### src/rtl/spi9_pkg.sv
package spi9_pkg;
    localparam int WORD_W      = 9;
    localparam int GROUP_WORDS = 8;
    localparam int GROUP_W     = WORD_W * GROUP_WORDS;
    localparam int CNT_W       = $clog2(GROUP_WORDS + 1);
    localparam int LEFT_W      = $clog2(GROUP_W);

    typedef enum logic {
        SH_IDLE = 1'b0,
        SH_RUN  = 1'b1
    } sh_state_e;
endpackage

### src/rtl/spi9_packer.sv
module spi9_packer
    import spi9_pkg::*;
(
    input  logic               clk,
    input  logic               rst_n,
    input  logic               flush,
    input  logic               push,
    input  logic [WORD_W-1:0]  word,
    input  logic               take,
    output logic               space,
    output logic               grp_valid,
    output logic [GROUP_W-1:0] grp_data
);
    typedef struct packed {
        logic [GROUP_W-1:0] acc;
        logic [CNT_W-1:0]   cnt;
    } pk_t;

    pk_t pk_d, pk_q;
    logic full;

    assign full      = (pk_q.cnt == CNT_W'(GROUP_WORDS));
    assign space     = !full && !flush;
    assign grp_valid = full || (flush && (pk_q.cnt != '0));
    assign grp_data  = pk_q.acc;

    always_comb begin
        pk_d = pk_q;
        if (take) begin
            // zeroed slots double as no-op padding for the next group
            pk_d.acc = '0;
            pk_d.cnt = '0;
        end else if (push) begin
            pk_d.acc[GROUP_W - 1 - WORD_W * int'(pk_q.cnt) -: WORD_W] = word;
            pk_d.cnt = pk_q.cnt + CNT_W'(1);
        end
    end

    always_ff @(posedge clk or negedge rst_n) begin
        if (!rst_n) begin
            pk_q <= '0;
        end else begin
            pk_q <= pk_d;
        end
    end
endmodule

### src/rtl/spi9_shifter.sv
module spi9_shifter
    import spi9_pkg::*;
#(
    parameter int HALF_DIV = 2
) (
    input  logic               clk,
    input  logic               rst_n,
    input  logic               avail,
    input  logic               long_frame,
    input  logic [GROUP_W-1:0] frame,
    output logic               slot,
    output logic               sclk,
    output logic               mosi,
    output logic               cs_n
);
    localparam int PH_W = (HALF_DIV > 1) ? $clog2(HALF_DIV) : 1;

    typedef struct packed {
        sh_state_e          state;
        logic [GROUP_W-1:0] sr;
        logic [LEFT_W-1:0]  left;
        logic [PH_W-1:0]    ph;
        logic               sclk;
        logic               cs_n;
    } sh_t;

    sh_t sh_d, sh_q;
    logic ph_end;
    logic last_fall;
    logic load;

    assign ph_end    = (sh_q.ph == PH_W'(HALF_DIV - 1));
    assign last_fall = (sh_q.state == SH_RUN) && ph_end && sh_q.sclk && (sh_q.left == '0);
    assign slot      = (sh_q.state == SH_IDLE) || last_fall;
    assign load      = slot && avail;

    assign sclk = sh_q.sclk;
    assign mosi = sh_q.sr[GROUP_W-1];
    assign cs_n = sh_q.cs_n;

    always_comb begin
        sh_d = sh_q;
        if (load) begin
            sh_d.state = SH_RUN;
            sh_d.sr    = frame;
            sh_d.left  = long_frame ? LEFT_W'(GROUP_W - 1) : LEFT_W'(WORD_W - 1);
            sh_d.ph    = '0;
            sh_d.sclk  = 1'b0;
            sh_d.cs_n  = 1'b0;
        end else if (last_fall) begin
            sh_d.state = SH_IDLE;
            sh_d.sr    = '0;
            sh_d.ph    = '0;
            sh_d.sclk  = 1'b0;
            sh_d.cs_n  = 1'b1;
        end else if (sh_q.state == SH_RUN) begin
            if (ph_end) begin
                sh_d.ph   = '0;
                sh_d.sclk = !sh_q.sclk;
                if (sh_q.sclk) begin
                    // falling edge: present the next bit
                    sh_d.sr   = {sh_q.sr[GROUP_W-2:0], 1'b0};
                    sh_d.left = sh_q.left - LEFT_W'(1);
                end
            end else begin
                sh_d.ph = sh_q.ph + PH_W'(1);
            end
        end
    end

    always_ff @(posedge clk or negedge rst_n) begin
        if (!rst_n) begin
            sh_q       <= '0;
            sh_q.state <= SH_IDLE;
            sh_q.cs_n  <= 1'b1;
        end else begin
            sh_q <= sh_d;
        end
    end
endmodule

### src/rtl/spi9_serializer.sv
module spi9_serializer
    import spi9_pkg::*;
#(
    parameter int HALF_DIV = 2
) (
    input  logic       clk,
    input  logic       rst_n,
    input  logic       pack_mode,
    input  logic       flush,
    input  logic       in_valid,
    output logic       in_ready,
    input  logic       in_dc,
    input  logic [7:0] in_byte,
    output logic       sclk,
    output logic       mosi,
    output logic       cs_n
);
    logic [WORD_W-1:0]  word;
    logic [GROUP_W-1:0] grp_data;
    logic [GROUP_W-1:0] frame;
    logic               pk_space;
    logic               grp_valid;
    logic               pk_push;
    logic               pk_take;
    logic               sh_slot;
    logic               avail;

    assign word     = {in_dc, in_byte};
    assign in_ready = pack_mode ? pk_space : sh_slot;
    assign pk_push  = pack_mode && in_valid && pk_space;
    assign pk_take  = pack_mode && sh_slot && grp_valid;
    assign avail    = pack_mode ? grp_valid : in_valid;
    assign frame    = pack_mode ? grp_data : {word, {(GROUP_W - WORD_W){1'b0}}};

    spi9_packer u_packer (
        .clk       (clk),
        .rst_n     (rst_n),
        .flush     (flush),
        .push      (pk_push),
        .word      (word),
        .take      (pk_take),
        .space     (pk_space),
        .grp_valid (grp_valid),
        .grp_data  (grp_data)
    );

    spi9_shifter #(
        .HALF_DIV (HALF_DIV)
    ) u_shifter (
        .clk        (clk),
        .rst_n      (rst_n),
        .avail      (avail),
        .long_frame (pack_mode),
        .frame      (frame),
        .slot       (sh_slot),
        .sclk       (sclk),
        .mosi       (mosi),
        .cs_n       (cs_n)
    );
endmodule

### config.mk
export PLATFORM = sky130hd
export DESIGN_NAME = spi9_serializer
export DESIGN_NICKNAME = d
export VERILOG_FILES = /design/src/rtl/spi9_pkg.sv /design/src/rtl/spi9_packer.sv /design/src/rtl/spi9_shifter.sv /design/src/rtl/spi9_serializer.sv
export SDC_FILE = /design/constraint.sdc
export NUM_CORES = 1
export LEC_CHECK = 0
export BUFFER_PORTS_ARGS = -buffer_cell sky130_fd_sc_hd__buf_2
export CORE_UTILIZATION = 55
export CTS_BUF_LIST = sky130_fd_sc_hd__clkbuf_2 sky130_fd_sc_hd__clkbuf_4 sky130_fd_sc_hd__clkbuf_8
export DETAILED_ROUTE_END_ITERATION = 8
export PLACE_DENSITY = 0.83
export RECOVER_POWER = 50
export SLEW_MARGIN = 15
export SYNTH_ARGS = -nofsm -noshare
export SYNTH_HDL_FRONTEND = slang
export SYNTH_SLANG_ARGS = --single-unit
### constraint.sdc
create_clock -name clk -period 5 [get_ports clk]
set_input_delay 1 -clock clk [delete_from_list [all_inputs] [get_ports clk]]
set_output_delay 1 -clock clk [all_outputs]
set_load 0.005 [all_outputs]
== After elaboration in Yosys (flattened, before gate mapping) ==
Cells that the tools add are included.

* Flip-flop bits (word level): 159
* Bits of input ports: 14
* Output and inout port bits: 4
* Logic and storage cells: 65

* Add/sub/neg operators: 5
* $mul: 1
* Equality and inequality tests: 2
* Shifts and indexed selects: 2
* Multiplexer cells: 18
* Bitwise logic cells: 1
* Reduce and logical (&&, ||, !) cells: 28

{| class="wikitable"
|+ Operator list
! operator !! number
|-
| 79-bit two-way mux || 2
|-
| 76-bit two-way mux || 2
|-
| 72-bit two-way mux || 2
|-
| 83-bit two-way mux || 1
|-
| 81-bit two-way mux || 1
|-
| 9-bit by 33-bit variable shift with 80-bit output, first input constant || 1
|-
| 9-bit by 33-bit variable part select with 80-bit output || 1
|-
| 72-bit bitwise mux || 1
|-
| 32-bit negator with 33-bit output || 1
|-
| 8-bit by 32-bit subtractor with 32-bit output, first input constant || 1
|-
| 7-bit two-way mux || 2
|-
| 1-bit logical AND || 10
|-
| 2-bit nonzero test || 5
|-
| 3-bit nonzero test || 3
|-
| 4-bit by 4-bit multiplier with 8-bit output, first input constant || 1
|-
| 7-bit zero test || 1
|-
| 7-bit by 1-bit subtractor with 7-bit output, second input constant || 1
|-
| 1-bit two-way mux || 6
|-
| 4-bit by 1-bit adder with 4-bit output, second input constant || 1
|-
| 4-bit == test, second input constant || 1
|-
| 4-bit AND reduction || 1
|-
| 4-bit nonzero test || 1
|-
| 1-bit zero test || 3
|-
| 3-bit AND reduction || 1
|-
| 6 further kinds || 7
|}

== Longest topological paths before layout ==
Gate-level depths: netlist (run 1).

* Depth after elaboration: 7
* Gate-level depth with buffers: 16
* Mapped depth without buffers: 14

== Cells and area by module ==
From an unflattened synthesis (run 1), not the netlist that was laid out.

* Cells, all modules: 1151
* Area total of the unflattened synthesis: 10757.8 um^2

{| class="wikitable"
|+ By module, submodules not included
! module !! times used !! cells each !! area an instance (um^2) !! seq. area each (um^2)
|-
| spi9_packer || 1 || 762 || 6366.1 || 1901.8
|-
| spi9_shifter || 1 || 305 || 3802.4 || 2078.2
|-
| spi9_serializer || 1 || 84 || 589.3 || 0.0
|}

== Worst setup path before layout (run 1) ==
No wires, ideal clock.

* Path kind: register to register
* From: register u_packer.pk_q[3] (netlist bit)
* To: register u_packer.pk_q (netlist bit u_packer.grp_data[0])
* Library setup time: 0.074 ns
* Data arrival time: 3.885 ns
* Required time: 4.926 ns
* Slack: 1.041 ns
* Stages on the path, launching flop included: 15
* Buffers on the path: 2
* Period minus slack after synthesis: 3.959 ns
* Path through: dfrtp_1 -> ha_1 -> clkbuf_1 -> inv_1 -> ha_1 -> a22oi_1 -> o21ai_0 -> ha_1 -> clkbuf_1 -> or2_2 -> nor4_4 -> nor2_2 -> or4_1 -> a221o_1 -> a21oi_2

* Longest elaborated chain between the ends: 7
* Elaborated cells on any way between the ends: 17
* Classes of those cells: add/sub: 2; mul: 1; eq/ne: 1; shift: 2; mux: 3; reduce/logical: 8

{| class="wikitable"
|+ RTL lines
! item !! RTL line !! source
|-
| from (decl) || spi9_packer.sv:19 || <nowiki>pk_t pk_d, pk_q;</nowiki>
|-
| from (signal assigned) || spi9_packer.sv:43 || <nowiki>pk_q <= pk_d;</nowiki>
|-
| 4-bit by 4-bit multiplier with 8-bit output || spi9_packer.sv:34 || <nowiki>pk_d.acc[GROUP_W - 1 - WORD_W * int'(pk_q.cnt) -: WORD_W] = word;</nowiki>
|-
| 8-bit by 32-bit subtractor with 32-bit output || spi9_packer.sv:34 ||
|-
| 32-bit negator with 33-bit output || spi9_packer.sv:34 ||
|-
| 9-bit by 33-bit variable part select with 80-bit output or 9-bit by 33-bit variable shift with 80-bit output (tied branches) || spi9_packer.sv:34 ||
|-
| 72-bit bitwise mux || spi9_packer.sv:34 ||
|-
| 76-bit two-way mux || spi9_packer.sv:33 || <nowiki>end else if (push) begin</nowiki>
|-
| 76-bit two-way mux || spi9_packer.sv:29 || <nowiki>if (take) begin</nowiki>
|}

Several ways; a longest one is shown, not always the timed one. The select of a mux whose other input is x is not followed.
A chain may end at the register's enable or synchronous reset.

== Worst setup path after layout (run 1) ==
* From: register u_packer.pk_q[3] (netlist bit)
* To: register u_packer.pk_q (netlist bit u_packer.grp_data[33])

Same word-level chain as after synthesis.

==> results of run 1 <==
## routing by layer
layer,vias up,global-route usage,part of all wire
li1,3887,-,-
met1,4124,0.447,0.42
met2,434,0.485,0.46
met3,100,0.0634,0.084
met4,0,0.147,0.039
met5,-,0,0
## kinds of logic after synthesis
logic type / count (synthesis) / synth area share
mux: 59 / 0.0641
flops: 159 / 0.426
buf+inv: 98 / 0.0408
fa+ha+maj: 9 / 0.0120
simple gates: 373 / 0.188
xor+xnor: 21 / 0.0225
compound gates: 347 / 0.247
## worst max-delay path, cell delays in order, from the launching register on
cell	delay (ns)
dfrtp_1	0.55
ha_1	0.43
buf_4	0.21
inv_1	0.10
ha_1	0.29
a22oi_1	0.20
o21ai_0	0.10
ha_1	0.40
nor3_1	0.29
a21boi_1	0.20
nor3_4	0.29
buf_4	0.40
nand3_1	0.28
o311ai_0	0.50
o41ai_1	0.15
## synth_stat cells, drive strengths merged (4+ instances only)
cell,count,area share
a211oi,11,0.0088
a21bo,4,0.0043
a21boi,4,0.0032
a21oi,106,0.057
a22oi,67,0.054
a31oi,6,0.0040
and2,7,0.0047
and3,16,0.011
buf,18,0.0087
clkbuf,67,0.027
dfrtp,158,0.42
ha,9,0.012
inv,13,0.0052
mux2,7,0.0084
mux2i,52,0.056
nand2,116,0.047
nand2b,5,0.0033
nand3,44,0.024
nand4,7,0.0047
nor2,113,0.046
nor3,18,0.010
nor3b,5,0.0040
nor4,5,0.0056
o211ai,15,0.012
o21a,6,0.0048
o21ai,40,0.021
o22a,4,0.0037
o22ai,26,0.018
o311ai,11,0.010
o31ai,10,0.0080
o41ai,16,0.015
or2,6,0.0040
or3,8,0.0054
or4,7,0.0056
xnor2,18,0.020
## state kept, by name, summed over array words and instances (netlist names)
signal	cells
u_shifter.sh_q	79
u_shifter.sclk	1
u_shifter.mosi	1
u_shifter.ph_end	1
u_packer.pk_q	4
u_shifter.cs_n	1
u_packer.grp_data	72
## final cells by class
type | instances | area [um^2] | share of cell area
flip-flops and latches | 159 | 3980 | 0.397
inverters | 13 | 48.8 | 0.00487
repair buffers | 41 | 270 | 0.0270
well taps | 220 | 275 | 0.0275
clock inverters | 14 | 174 | 0.0174
clock buffers | 18 | 248 | 0.0247
multi-input cells | 809 | 5020 | 0.501
## stage by stage
| stage | cells | worst slack, ns | hold slack, ns | utilization | instance area, um^2 |
|---|---|---|---|---|---|
| final | 1274 | 0.462 | 0.510 | 0.604 | 10000 |
| after global routing | 1274 | 0.0695 | 0.558 | 0.604 | 10000 |
| after CTS | 1274 | 0.535 | 0.512 | 0.605 | 10000 |
| after global placement | 1242 | 0.764 | 0.490 | 0.579 | 9600 |
| after floorplan | 1066 | 1.04 | 0.449 | - | 9350 |
| after detailed placement | 1242 | 0.598 | 0.499 | 0.579 | 9600 |
## how the worst max path moves through the flow
stage                                  from                                end  slack, ns  cells past startpoint
2_1_floorplan  u_packer.pk_q[3]$_DFFE_PN0P_   u_packer.grp_data[0]$_DFFE_PN0P_       1.04                     14
3_3_place_gp   u_packer.pk_q[3]$_DFFE_PN0P_  u_packer.grp_data[57]$_DFFE_PN0P_       0.76                     14
3_5_place_dp   u_packer.pk_q[3]$_DFFE_PN0P_  u_packer.grp_data[36]$_DFFE_PN0P_       0.60                     14
4_1_cts        u_packer.pk_q[3]$_DFFE_PN0P_  u_packer.grp_data[33]$_DFFE_PN0P_       0.54                     14
5_1_grt        u_packer.pk_q[3]$_DFFE_PN0P_  u_packer.grp_data[33]$_DFFE_PN0P_       0.07                     14
6_report       u_packer.pk_q[3]$_DFFE_PN0P_  u_packer.grp_data[33]$_DFFE_PN0P_       0.46                     14
==> results.cfg, run 1 <==
[detailed_routing]
dr.pass1.iters = 7
drc = 0
wl_mm = 27.2
ant_nets = 0
drt_iter0_drc = 971
vias = 8545
wl_per_cell_um = 21.4
drt-vias-per-instance = 6.71

[timing]
fin_tns_setup_ns = 0
rsz0062_at_grt = false
period_minus_slack_ns = 4.54
fmax_mhz = 220
period_share = 0.908
skew_ns = 0.0132
setup_viol = 0
drv_slew = 164
slew_headroom = -0.470
tightest_slew_ns = 2.21
hold_viol = 0

[logic_synthesis]
synth.net_count = 1089
avgSynthCellArea_um2 = 8.77
syn-instance-count = 1066
synth.distinct_cells = 69
postSynth.asyncResetShare = 1.00
synth_ff_type = dfrtp_1
synth_edf_count = 0
synth-seq-cells = 159
ys_seq_area_frac = 0.426
syn_area_um2 = 9350
yosysWarnings = 0

[cts]
clock-sinks = 159
cts_setup_buffers = 0
clk_pin_slew_ns = 0.09
cts_buffers = 17
hold_buffers = 0
clockBufferDepth = 2
cts-htree-levels = 4
clk_latency_ns = 0.47
cts_resized = 0
cts_root_buf = clkbuf_8
tritoncts = done

[placed_design]
gp_congestion = 1.03
port_buffers = 17
hpwl_mm = 18.5

[finish]
layout.nets = 1064
final_common_cell = dfrtp_1
syn2layout_area_growth_pct = 7.15
final_cell_mix = dfrtp_1, nand2_1, nor2_1
fillCellCount = 1484
drive_gt1_frac = 0.101
diodes = 0

[worst_setup_path]
criticalPathCategory = reg -> reg
reg2reg_from = u_packer.pk_q[3]$_DFFE_PN0P_
reg2reg_setup_slack_ns = 0.46
required_ns = 5.33
crit_fanout = 37
critPathArrivalTime_ns = 4.87
cp-end-kind = flip-flop
worst-r2r-cell-count = 14
start_kind = flip-flop
r2r_end = u_packer.grp_data[33]$_DFFE_PN0P_

[worst_hold_path]
min_from = u_shifter.cs_n$_DFFE_PN1P_
hold_class = reg -> reg
min_path_cells = 2
hold_path_end = u_shifter.cs_n$_DFFE_PN1P_

[die]
dieArea_um2 = 17500
initial_utilization = 0.564
die-height_um = 132
row_count = 47
ios = 18
die_w_um = 132
coreArea_um2 = 16600

[grt]
grt_pass1_wl_mm = 43.9
antenna_found_initial = 0
grt_pass1_vias = 8082
grt_overflow_total = 0
grt_max_degree = 128
grt_use_total = 0.321

[job]
cap_violations = 3

[run_status]
violations = max-capacitance violations, max-slew violations
status = complete, but fails checks
Power of run 1 is left out: the tool's default activity adds up to more than one toggle a clock period on the data nets, which glitch-free logic cannot reach.
==> run 2, diff against run 1 <==
==> constraint.sdc (replaced) <==
create_clock -name clk -period 5 [get_ports clk]
set_input_delay 1 -clock clk [delete_from_list [all_inputs] [get_ports clk]]
set_output_delay 1 -clock clk [all_outputs]
set_load 0.01 [all_outputs]
==> run 2 against run 1 <==
  * The run still ends with max-capacitance violations, max-slew violations left
  * Cell count stayed put
  * Wire length is essentially flat
  * Maximum frequency rose by 0.14%
  * Sequential cell count unchanged
  * Register-to-register slack is essentially flat
  * Cell area hardly changed
  * Die area unchanged
  * Worst setup slack improved by 0.0064 ns
  * Highest routed layer unchanged
==> results.cfg, run 2 (synthesis gave the netlist of run 1 again) <==
[worst_setup_path]
crit_family = compound AO/OA/AOI/OAI gates
reg2reg_from = u_packer.pk_q[3]$_DFFE_PN0P_
start_kind = flip-flop
crit_buf_inv = 3
critPathLaunch = u_packer.pk_q[3]$_DFFE_PN0P_
critical_path.cell_chain = ha_1, buf_4, inv_1, ha_1, a22oi_1, o21ai_0, ha_1, nor3_1, a21boi_1, nor3_4, buf_4, nand3_1, o311ai_0, o41ai_1
reg2reg_setup_slack_ns = 0.47
critical_path.slowest_cell = dfrtp_1
crit_fanout = 37
cpMostUsedCell = ha_1
criticalPathCategory = reg -> reg
required_ns = 5.33
cp-end-kind = flip-flop
critPathArrivalTime_ns = 4.87
critical-path-max-stage-delay_ns = 0.54

[timing]
skew_ns = 0.0132
hold_viol = 0
period_minus_slack_ns = 4.53
setup_ws_ns = 0.468
fin_tns_setup_ns = 0
setup_viol = 0
period_share = 0.906
fmax_mhz = 221
tightest_slew_ns = 2.21
rsz0062_at_grt = false
drv_slew = 164
slew_headroom = -0.471

[die]
ios = 18
coreArea_um2 = 16600
die_w_um = 132
row_count = 47
die-height_um = 132
initial_utilization = 0.564
dieArea_um2 = 17500

[placed_design]
dp_cells = 1242
place_ws_ns = 0.598
gp_congestion = 1.03
hpwl_mm = 18.5
port_buffers = 17

[worst_hold_path]
min_from = u_shifter.cs_n$_DFFE_PN1P_
hold_class = reg -> reg

[cts]
clk_pin_slew_ns = 0.09
cts_buffers = 17
cts_setup_buffers = 0
cts_resized = 0
tritoncts = done
hold_buffers = 0
clk_latency_ns = 0.47
cts-htree-levels = 4
clock-sinks = 159
clockBufferDepth = 2
cts_root_buf = clkbuf_8

[finish]
fillCellCount = 1486
drive_gt1_frac = 0.0987
fin_util = 0.604
top_register = u_shifter.sh_q
final_cell_mix = dfrtp_1, nand2_1, nor2_1
diodes = 0
final_cells = 1274
syn2layout_area_growth_pct = 7.12
largest_reg_flops = 79
layout.nets = 1064
final_common_cell = dfrtp_1

[run_status]
status = complete, but fails checks
violations = max-capacitance violations, max-slew violations

[detailed_routing]
dr.pass1.iters = 6
ant_nets = 0
vias = 8509
wl_per_cell_um = 21.4
wl_mm = 27.2
drt_iter0_drc = 971
drt-vias-per-instance = 6.68
drc = 0

[grt]
grt_pass1_vias = 8082
grt_use_total = 0.321
grt_pass1_wl_mm = 43.9
grt_overflow_total = 0
grt_max_degree = 128
antenna_found_initial = 0

[job]
cap_violations = 3
## run 2: layout make-up
cell class	count	area [um^2]	area share
Multi-Input combinational cell	809	5020	0.501
Timing Repair Buffer	41	268	0.0267
Inverter	13	48.8	0.00487
Clock inverter	14	174	0.0174
Tap cell	220	275	0.0275
Clock buffer	18	248	0.0247
Sequential cell	159	3980	0.398
## run 2: worst min-delay path, delay by kind of cell (launching register included)
kind,cells,cell delay [ns]
simple gates,2,0.13
flops,1,0.38
## run 2: worst paths after layout
check                      cells after the start                           endpoint
max in group asynchronous                      2  u_packer.grp_data[29]$_DFFE_PN0P_
setup reg to reg                              14  u_packer.grp_data[33]$_DFFE_PN0P_
hold reg to reg                                2         u_shifter.cs_n$_DFFE_PN1P_
setup / recovery                              14  u_packer.grp_data[33]$_DFFE_PN0P_
min in group asynchronous                      1     u_shifter.sh_q[58]$_DFFE_PN0P_
hold / removal                                 2         u_shifter.cs_n$_DFFE_PN1P_
## run 2: per-layer routing
layer	wire (um)	vias to the layer above	global-route usage
met2	12500	420	0.485
met1	11500	4107	0.447
met5	0	-	0
li1	-	3891	-
met3	2240	91	0.0634
met4	1030	0	0.147
## run 2: per-stage QoR
stage / instance area [um^2] / hold slack [ns]
after global routing: 10000 / 0.558
after CTS: 10000 / 0.512
after detailed placement: 9600 / 0.499
after global placement: 9600 / 0.490
after floorplan: 9350 / 0.449
final: 10000 / 0.510
Power of run 2 is left out for the same reason.
